===== src/rtl/ptrap_pkg.sv =====
`timescale 1ns/1ps
package ptrap_pkg;
  localparam int CAUSE_W = 3;

  typedef enum logic [CAUSE_W-1:0] {
    C_NONE = 3'd0,
    C_IPF  = 3'd1,
    C_IPV  = 3'd2,
    C_ILL  = 3'd3,
    C_OVF  = 3'd4,
    C_DPF  = 3'd5,
    C_DPV  = 3'd6,
    C_IRQ  = 3'd7
  } cause_e;

  // Page fault outranks protection violation inside one stage.
  function automatic logic [CAUSE_W-1:0] pick_fault(
    input logic pf, input logic pv,
    input logic [CAUSE_W-1:0] pf_code, input logic [CAUSE_W-1:0] pv_code);
    if (pf)      return pf_code;
    else if (pv) return pv_code;
    else         return C_NONE;
  endfunction

  // An earlier-recorded cause is never overwritten.
  function automatic logic [CAUSE_W-1:0] keep_first(
    input logic [CAUSE_W-1:0] held, input logic [CAUSE_W-1:0] fresh);
    return (held != C_NONE) ? held : fresh;
  endfunction
endpackage


===== src/rtl/ptrap_tag_pipe.sv =====
`timescale 1ns/1ps
module ptrap_tag_pipe
  import ptrap_pkg::*;
#(
  parameter int PC_W  = 32,
  parameter int DEPTH = 3
) (
  input  logic                            clk,
  input  logic                            rst_n,
  input  logic                            adv_i,
  input  logic                            kill_i,
  input  logic                            ent_valid_i,
  input  logic [PC_W-1:0]                 ent_pc_i,
  input  logic [CAUSE_W-1:0]              ent_cause_i,
  input  logic [DEPTH-1:0][CAUSE_W-1:0]   slot_cause_i,
  output logic                            tail_v_o,
  output logic [PC_W-1:0]                 tail_pc_o,
  output logic [CAUSE_W-1:0]              tail_cause_o
);
  logic [DEPTH-1:0]               slot_v;
  logic [DEPTH-1:0][PC_W-1:0]     slot_pc;
  logic [DEPTH-1:0][CAUSE_W-1:0]  slot_c;
  logic [DEPTH-1:0][CAUSE_W-1:0]  merged_c;
  logic [DEPTH-1:0]               src_v;
  logic [DEPTH-1:0][PC_W-1:0]     src_pc;
  logic [DEPTH-1:0][CAUSE_W-1:0]  src_c;

  for (genvar k = 0; k < DEPTH; k++) begin : g_slot
    // A cause only sticks to a real instruction.
    assign merged_c[k] = slot_v[k] ? keep_first(slot_c[k], slot_cause_i[k]) : C_NONE;

    if (k == 0) begin : g_head
      assign src_v[k]  = ent_valid_i;
      assign src_pc[k] = ent_pc_i;
      assign src_c[k]  = ent_valid_i ? ent_cause_i : C_NONE;
    end else begin : g_body
      assign src_v[k]  = slot_v[k-1];
      assign src_pc[k] = slot_pc[k-1];
      assign src_c[k]  = merged_c[k-1];
    end

    always_ff @(posedge clk or negedge rst_n) begin
      if (!rst_n) begin
        slot_v[k]  <= 1'b0;
        slot_pc[k] <= '0;
        slot_c[k]  <= C_NONE;
      end else if (kill_i) begin
        slot_v[k]  <= 1'b0;
        slot_c[k]  <= C_NONE;
      end else if (adv_i) begin
        slot_v[k]  <= src_v[k];
        slot_pc[k] <= src_pc[k];
        slot_c[k]  <= src_c[k];
      end
    end
  end

  assign tail_v_o     = slot_v[DEPTH-1];
  assign tail_pc_o    = slot_pc[DEPTH-1];
  assign tail_cause_o = merged_c[DEPTH-1];
endmodule


===== src/rtl/ptrap_ctl.sv =====
`timescale 1ns/1ps
module ptrap_ctl
  import ptrap_pkg::*;
#(
  parameter int              PC_W       = 32,
  parameter logic [PC_W-1:0] HANDLER_PC = 32'h0000_0180
) (
  input  logic               clk,
  input  logic               rst_n,
  input  logic               adv_i,
  input  logic               tail_v_i,
  input  logic [PC_W-1:0]    tail_pc_i,
  input  logic [CAUSE_W-1:0] tail_cause_i,
  input  logic               irq_i,
  input  logic               irq_en_i,
  input  logic               ret_i,
  output logic               fault_take_o,
  output logic               irq_take_o,
  output logic               ret_take_o,
  output logic               trap_o,
  output logic               redirect_o,
  output logic [PC_W-1:0]    redirect_pc_o,
  output logic [PC_W-1:0]    epc_o,
  output logic [CAUSE_W-1:0] cause_o,
  output logic               in_handler_o
);
  logic               armed_q;
  logic [PC_W-1:0]    epc_q;
  logic [CAUSE_W-1:0] cause_q;
  logic               boundary;

  // The oldest instruction crosses into write-back this cycle.
  assign boundary     = armed_q && adv_i && tail_v_i;
  assign fault_take_o = boundary && (tail_cause_i != C_NONE);
  assign irq_take_o   = boundary && (tail_cause_i == C_NONE) && irq_i && irq_en_i;
  assign ret_take_o   = !armed_q && ret_i;

  assign trap_o        = fault_take_o || irq_take_o;
  assign redirect_o    = trap_o || ret_take_o;
  assign redirect_pc_o = trap_o ? HANDLER_PC : epc_q;

  always_ff @(posedge clk or negedge rst_n) begin
    if (!rst_n) begin
      armed_q <= 1'b1;
      epc_q   <= '0;
      cause_q <= C_NONE;
    end else begin
      if (trap_o) begin
        armed_q <= 1'b0;
        epc_q   <= tail_pc_i;
        cause_q <= fault_take_o ? tail_cause_i : C_IRQ;
      end else if (ret_take_o) begin
        armed_q <= 1'b1;
      end
    end
  end

  assign epc_o        = epc_q;
  assign cause_o      = cause_q;
  assign in_handler_o = !armed_q;
endmodule


===== src/rtl/precise_trap_ctrl.sv =====
`timescale 1ns/1ps
module precise_trap_ctrl
  import ptrap_pkg::*;
#(
  parameter int              PC_W       = 32,
  parameter logic [PC_W-1:0] HANDLER_PC = 32'h0000_0180
) (
  input  logic               clk,
  input  logic               rst_n,
  input  logic               adv_i,
  input  logic               if_valid_i,
  input  logic [PC_W-1:0]    if_pc_i,
  input  logic               if_page_fault_i,
  input  logic               if_prot_fault_i,
  input  logic               id_illegal_i,
  input  logic               ex_overflow_i,
  input  logic               mem_page_fault_i,
  input  logic               mem_prot_fault_i,
  input  logic               irq_i,
  input  logic               irq_en_i,
  input  logic               ret_i,
  output logic               trap_o,
  output logic               redirect_o,
  output logic [PC_W-1:0]    redirect_pc_o,
  output logic [3:0]         flush_o,
  output logic [PC_W-1:0]    epc_o,
  output logic [CAUSE_W-1:0] cause_o,
  output logic               in_handler_o
);
  // Shadow records for decode, execute and memory.
  localparam int N_TRACK = 3;
  localparam int N_SQUASH = N_TRACK + 1;

  logic [CAUSE_W-1:0]              fetch_cause;
  logic [N_TRACK-1:0][CAUSE_W-1:0] stage_cause;
  logic                            tail_v;
  logic [PC_W-1:0]                 tail_pc;
  logic [CAUSE_W-1:0]              tail_cause;
  logic                            fault_take;
  logic                            irq_take;
  logic                            ret_take;

  assign fetch_cause    = pick_fault(if_page_fault_i, if_prot_fault_i, C_IPF, C_IPV);
  assign stage_cause[0] = id_illegal_i  ? C_ILL : C_NONE;
  assign stage_cause[1] = ex_overflow_i ? C_OVF : C_NONE;
  assign stage_cause[2] = pick_fault(mem_page_fault_i, mem_prot_fault_i, C_DPF, C_DPV);

  ptrap_tag_pipe #(.PC_W(PC_W), .DEPTH(N_TRACK)) u_tags (
    .clk          (clk),
    .rst_n        (rst_n),
    .adv_i        (adv_i),
    .kill_i       (redirect_o),
    .ent_valid_i  (if_valid_i),
    .ent_pc_i     (if_pc_i),
    .ent_cause_i  (fetch_cause),
    .slot_cause_i (stage_cause),
    .tail_v_o     (tail_v),
    .tail_pc_o    (tail_pc),
    .tail_cause_o (tail_cause)
  );

  ptrap_ctl #(.PC_W(PC_W), .HANDLER_PC(HANDLER_PC)) u_ctl (
    .clk           (clk),
    .rst_n         (rst_n),
    .adv_i         (adv_i),
    .tail_v_i      (tail_v),
    .tail_pc_i     (tail_pc),
    .tail_cause_i  (tail_cause),
    .irq_i         (irq_i),
    .irq_en_i      (irq_en_i),
    .ret_i         (ret_i),
    .fault_take_o  (fault_take),
    .irq_take_o    (irq_take),
    .ret_take_o    (ret_take),
    .trap_o        (trap_o),
    .redirect_o    (redirect_o),
    .redirect_pc_o (redirect_pc_o),
    .epc_o         (epc_o),
    .cause_o       (cause_o),
    .in_handler_o  (in_handler_o)
  );

  // Any redirect squashes every stage in front of write-back.
  assign flush_o = redirect_o ? {N_SQUASH{1'b1}} : '0;
endmodule


===== config.mk =====
export PLATFORM = sky130hd
export DESIGN_NAME = precise_trap_ctrl
export DESIGN_NICKNAME = d
export VERILOG_FILES = /design/src/rtl/ptrap_pkg.sv /design/src/rtl/ptrap_tag_pipe.sv /design/src/rtl/ptrap_ctl.sv /design/src/rtl/precise_trap_ctrl.sv
export SDC_FILE = /design/constraint.sdc
export NUM_CORES = 1
export LEC_CHECK = 0
export BUFFER_PORTS_ARGS = -buffer_cell sky130_fd_sc_hd__buf_2
export CAP_MARGIN = 15
export CORE_AREA = 2 2 136 125
export DETAILED_ROUTE_END_ITERATION = 8
export DIE_AREA = 0 0 138 127
export PLACE_DENSITY = 0.51
export SETUP_SLACK_MARGIN = 0.4
export SLEW_MARGIN = 20
export SYNTH_ARGS = -nofsm -noshare
export SYNTH_HDL_FRONTEND = slang
export SYNTH_SLANG_ARGS = --single-unit

===== constraint.sdc =====
create_clock -name clk -period 8.14 [get_ports clk]
set_clock_uncertainty 0.2 [all_clocks]
set_input_delay 2.442 -clock clk [delete_from_list [all_inputs] [get_ports clk]]
set_output_delay 2.442 -clock clk [all_outputs]
set_load 0.02 [all_outputs]

==> flow_metrics.env, run 1 <==
export IMPL_outcome="complete, no violations"
export IMPL_arrival_ns=4.26
export IMPL_stdcell_area_um2=6890
export IMPL_drc=0
export IMPL_critical_path_top_delay_family="buffers and inverters"
export IMPL_ys_flop_type="dfrtp_1"
export IMPL_syn_nets=420
export IMPL_path_common_cell="buf_2"
export IMPL_cts_tree="yes"
export IMPL_fin_total_pwr_mw=2.66
export IMPL_ys_top_cells_by_area="dfrtp_1 (64%), mux2_1 (15%), mux2_2 (4.5%), a21o_1 (4.1%), and2_1 (3.4%)"
export IMPL_rsz0062_at_grt="false"
export IMPL_placed_area_um2=6280
export IMPL_final_cell_mix="dfrtp_1 (141), buf_2 (117), mux2_1 (74)"
export IMPL_crit_required_ns=5.50
export IMPL_ys_ff_latch=142
export IMPL_routedWlPerCell_um=14.7
export IMPL_grt_pass1_wl_mm=17.4
export IMPL_drive_gt1_frac=0.350
export IMPL_r2r_setup_slack_ns=4.14
export IMPL_yosysWarningCount=0
export IMPL_fin_crit_ns=6.91
export IMPL_dp_final_hpwl_mm=6.92
export IMPL_critPathKind="primary input to primary output"
export IMPL_grt_max_degree=82
export IMPL_clk_latency_ns=0.41
export IMPL_end_kind="primary output"
export IMPL_p_sw_frac=0.318
export IMPL_io_pins=119
export IMPL_clk_path_buf_depth=2
export IMPL_numPortBuffers=118
export IMPL_via_per_inst=4.67
export IMPL_antenna_found_initial=1
export IMPL_vias=3331
export IMPL_die_h_um=127
export IMPL_synthArstFlopShare=1.00
export IMPL_start_util=0.347
export IMPL_power_frac_clock=0.296
export IMPL_htreeDepth=4
export IMPL_fin_crit_sh=0.848
export IMPL_synth_area_um2=5540
export IMPL_crit_chain="buf_2 > or3_1 > o21ai_4 > inv_2 > buf_2"
export IMPL_ys_seq_area_frac=0.642
export IMPL_synth_cell_types=31
export IMPL_cts_clk_slew_worst_paths_ns=0.05
export IMPL_ir_drop_mv=0.189
export IMPL_firstDrtPassIters=4
export IMPL_critPathBufInv=3
export IMPL_setup_viol=0
export IMPL_grt_pass1_vias=3402
export IMPL_setup_tns_ns=0
export IMPL_cts_resized=0
export IMPL_first_iter_violations=83
export IMPL_final_common_cell="dfrtp_1"
export IMPL_synthToLayoutAreaGrowth_pct=24.3
export IMPL_ant_nets=0
export IMPL_synthCells=375
export IMPL_slew_headroom=0.363
export IMPL_dieArea_um2=17500
export IMPL_p_switching_uw=845
export IMPL_grt_overflow_total=0
export IMPL_cts_root_buf="clkbuf_16"
export IMPL_core_rowCount=44
export IMPL_drv_slew=0
export IMPL_fp_dieW_um=138
export IMPL_r2r_start="u_tags.slot_c[8]"
export IMPL_hold_violations=0
export IMPL_min_from="u_tags.tail_pc_o[1]"
export IMPL_numCtsBuffers=17
export IMPL_grt_util_all_layers=0.126
export IMPL_slowest_stage="inv_2"
export IMPL_combPwrFrac=0.288
export IMPL_clock_sinks=142
export IMPL_p_leak_nw=3.37
export IMPL_post_cts_buffers=0
export IMPL_syn_area_per_cell_um2=14.8
export IMPL_fmax_ghz=0.145
export IMPL_place_congestion=0.753
export IMPL_wl_mm=10.5
export IMPL_yosys_area_top_type_share=0.637
export IMPL_max_cap_viol_count=0
export IMPL_fillers=1502
export IMPL_seqPwrFrac=0.416
export IMPL_cpPeakStageDelay_ns=0.50
export IMPL_synth_edf_count=0
export IMPL_p_int_mw=1.81
export IMPL_cp_start_kind="primary input"
export IMPL_crit_start="mem_page_fault_i"
export IMPL_hold_class="flop to flop"
export IMPL_final_nets=539
export IMPL_core_area_um2=16000
export IMPL_crit_path_max_fanout=41
export IMPL_powerDensity_nw_per_um2=386
export IMPL_yosysTopAreaCell="dfrtp_1"
export IMPL_hold_buffers=0
export IMPL_worst_pin_slew_ns=0.953
-- stage by stage --
stage          hold slack (ns)  setup WS (ns)   util  std cells
6_report                 0.267           1.23  0.431        713
5_1_grt                  0.286           1.05  0.431        712
2_1_floorplan            0.235           1.71      -        375
4_1_cts                  0.269           1.15  0.431        712
3_5_place_dp             0.256           1.16  0.393        682
3_3_place_gp             0.258           1.20  0.393        682
-- state kept, by name, summed over array words and instances (netlist names) --
register,cells
u_tags.slot_pc,64
u_ctl.epc_o,32
u_tags.tail_pc_o,32
u_tags.slot_c,7
u_ctl.cause_o,3
u_tags.slot_v,2
u_ctl.armed_q,1
u_tags.tail_v_o,1
-- cells in the mapped netlist, drive strengths merged, types with 2 or more instances --
cell,instances
dfrtp,141
mux2,96
a21o,30
and2,30
buf,15
nand2,11
clkbuf,7
nor2,7
a32o,5
inv,5
a21oi,4
nand3,3
nor3,3
o21ai,3
nand2b,2
nor2b,2
o32a,2
o32ai,2
-- layout make-up --
type / count / area [µm²] / share of cell area
antenna: 1 / 2.50 / 0.000363
clock buffer: 18 / 429 / 0.0623
clock inverter: 12 / 171 / 0.0249
inverter: 5 / 18.8 / 0.00273
multi-input combinational: 206 / 1810 / 0.263
sequential: 142 / 3550 / 0.516
tap: 207 / 259 / 0.0376
timing repair buffer: 122 / 643 / 0.0934
-- layer usage --
layer,vias up,global-route usage,wire length (µm)
li1,1559,-,-
met1,1680,0.159,4770
met2,79,0.192,4830
met3,13,0.0543,718
met4,0,0.0504,155
met5,-,0,0
-- worst paths after layout --
check,depth (start not counted),endpoint
hold / removal,1,u_ctl.epc_o[1]
hold reg to reg,1,u_ctl.epc_o[1]
setup / recovery,5,trap_o
max in group asynchronous,2,u_tags.tail_pc_o[13]
setup reg to reg,6,u_tags.tail_pc_o[13]
min in group asynchronous,1,u_tags.slot_pc[19]
-- cells by family (layout without fill, tap and decap cells) --
family          Yosys count  count (layout)  share of synthesized area
mux                      96              96                      0.195
flops                   142             142                      0.642
compound gates           49              49                     0.0696
other cells               0               1                          0
simple gates             61              61                     0.0605
buf+inv                  27             157                     0.0330
-- power by group through the flow --
stage / combinational [mW] / clock, mW / sequential, mW
6_report: 0.766 / 0.786 / 1.11
3_3_place_gp: 0.767 / 0 / 1.11
4_1_cts: 0.784 / 0.813 / 1.11
2_1_floorplan: 0.453 / 0 / 1.18
5_1_grt: 0.835 / 0.846 / 1.14
3_5_place_dp: 0.781 / 0 / 1.12
-- worst register-to-register path, cell delays in order, from the launching register on --
cell     delay, ns
dfrtp_1       0.44
or3_1         0.44
o21ai_4       0.49
inv_2         0.50
nor3_4        0.91
buf_4         0.51
mux2_2        0.40
Note: power is estimated with default switching activity, not from simulation.
==> run 2, diff against run 1 <==
Settings changed: PLACE_DENSITY 0.51 to 0.53.
Clock period 8.14 ns to 5.9 ns, I/O delays scaled along.
==> run 2 against run 1 <==
  * Die area stayed put
  * Total power is 38% higher
  * Utilization is 0.13 points higher
  * Critical path depth is 1 higher
  * Hold slack worse by 0.0012 ns
  * Flip-flop and latch count stayed put
  * Final cell count is 0.56% higher
  * Clock power is 39% higher
  * Non-clock buffer count is 2 higher
  * Sequential power is 38% higher
  * Via count is 0.12% lower
==> flow_metrics.env, run 2 (same netlist as run 1, synthesis figures left out) <==
export IMPL_arrival_ns=3.33
export IMPL_regMostFlops="u_tags.slot_pc"
export IMPL_hold_buffers=0
export IMPL_timing_final_ws_setup_ns=0.597
export IMPL_grt_pass1_vias=3535
export IMPL_io_pins=119
export IMPL_clk_path_buf_depth=2
export IMPL_final_cell_mix="dfrtp_1 (141), buf_2 (117), mux2_1 (74)"
export IMPL_r2r_end="u_tags.tail_pc_o[10]"
export IMPL_hold_class="flop to flop"
export IMPL_synthToLayoutAreaGrowth_pct=24.7
export IMPL_post_place_ws_ns=0.580
export IMPL_crit_path_max_fanout=30
export IMPL_worst_pin_slew_ns=0.807
export IMPL_numPortBuffers=118
export IMPL_powerDensity_nw_per_um2=533
export IMPL_setup_viol=0
export IMPL_start_util=0.347
export IMPL_core_rowCount=44
export IMPL_outcome="complete, no violations"
export IMPL_cts_resized=0
export IMPL_routedWlPerCell_um=14.5
export IMPL_largest_register_ffs=64
export IMPL_core_area_um2=16000
export IMPL_final_common_cell="dfrtp_1"
export IMPL_ant_nets=0
export IMPL_end_kind="primary output"
export IMPL_max_cap_viol_count=0
export IMPL_die_h_um=127
export IMPL_layout_area_seq_um2=3550
export IMPL_final_nets=541
export IMPL_slew_headroom=0.462
export IMPL_setup_tns_ns=0
export IMPL_antenna_found_initial=1
export IMPL_grt_util_all_layers=0.126
export IMPL_ir_drop_mv=0.301
export IMPL_wl_mm=10.4
export IMPL_hold_violations=0
export IMPL_via_per_inst=4.64
export IMPL_r2r_start="u_tags.slot_c[8]"
export IMPL_htreeDepth=4
export IMPL_multi_input_area_um2=1810
export IMPL_grt_overflow_total=0
export IMPL_fin_crit_sh=0.899
export IMPL_dp_final_hpwl_mm=6.78
export IMPL_cts_root_buf="clkbuf_16"
export IMPL_drive_gt1_frac=0.354
export IMPL_firstDrtPassIters=4
export IMPL_grt_pass1_wl_mm=17.3
export IMPL_crit_start="mem_page_fault_i"
export IMPL_drc=0
export IMPL_fp_dieW_um=138
export IMPL_dieArea_um2=17500
export IMPL_grt_max_degree=66
export IMPL_r2r_setup_slack_ns=2.42
export IMPL_vias=3327
export IMPL_fillers=1485
export IMPL_r2r_cells=8
export IMPL_drv_slew=0
export IMPL_cp_start_kind="primary input"
export IMPL_fin_total_pwr_mw=3.68
export IMPL_p_leak_nw=3.39
export IMPL_crit_required_ns=3.93
export IMPL_clock_sinks=142
export IMPL_crit_end="redirect_pc_o[24]"
export IMPL_fmax_ghz=0.189
export IMPL_clk_latency_ns=0.41
export IMPL_min_path_cells=2
export IMPL_rsz0062_at_grt="false"
export IMPL_cts_clk_slew_worst_paths_ns=0.06
export IMPL_post_cts_buffers=0
export IMPL_cts_tree="yes"
export IMPL_first_iter_violations=113
export IMPL_critPathKind="primary input to primary output"
export IMPL_place_congestion=0.724
export IMPL_numCtsBuffers=17
export IMPL_fin_crit_ns=5.30
run 2: cell types whose count changed in the layout (fill, tap and decap cells not counted), sizes merged:
cell / change
buf: +2
clkinvlp: -2
clkbuf: +4
inv: +1
bufinv: -1
run 2: power breakdown:
part / switching (mW) / internal, mW
Sequential: 0.185 / 1.34
Clock: 0.394 / 0.697
Combinational: 0.599 / 0.461
Total: 1.18 / 2.50
run 2: worst min path at each step:
stage | slack [ns] | to | from
final | 0.27 | u_ctl.epc_o[7] | u_tags.tail_pc_o[7]
after floorplan | 0.23 | u_ctl.epc_o[7] | u_tags.tail_pc_o[7]
after global routing | 0.30 | u_ctl.epc_o[30] | u_tags.tail_pc_o[30]
after CTS | 0.27 | u_ctl.epc_o[31] | u_tags.tail_pc_o[31]
after detailed placement | 0.25 | u_ctl.epc_o[7] | u_tags.tail_pc_o[7]
after global placement | 0.25 | u_ctl.epc_o[20] | u_tags.tail_pc_o[20]
run 2: metal layers:
metal	track usage	vias to the layer above	routed length [µm]
li1	-	1549	-
met1	0.154	1661	4740
met2	0.199	99	4820
met3	0.0536	18	667
met4	0.0486	0	159
met5	0	-	0
run 2: cell type report:
cell class / instances / share of cell area
flip-flops and latches: 142 / 0.515
multi-input cells: 206 / 0.262
repair buffers: 124 / 0.0947
clock buffers: 22 / 0.0687
well taps: 207 / 0.0375
clock inverters: 10 / 0.0196
inverters: 5 / 0.00272
diodes: 1 / 0.000362
run 2: critical path, cell delays in order:
cell     delay [ns]
buf_2          0.11
or3_1          0.39
o21ai_4        0.29
buf_4          0.38
and2_1         0.21
buf_2          0.17
run 2: metrics by stage:
step | util | cells | instance area, µm² | hold slack [ns]
6_report | 0.433 | 717 | 6910 | 0.266
5_1_grt | 0.432 | 716 | 6900 | 0.297
4_1_cts | 0.432 | 716 | 6900 | 0.274
3_5_place_dp | 0.394 | 684 | 6290 | 0.255
3_3_place_gp | 0.394 | 684 | 6290 | 0.253
2_1_floorplan | - | 375 | 5540 | 0.235
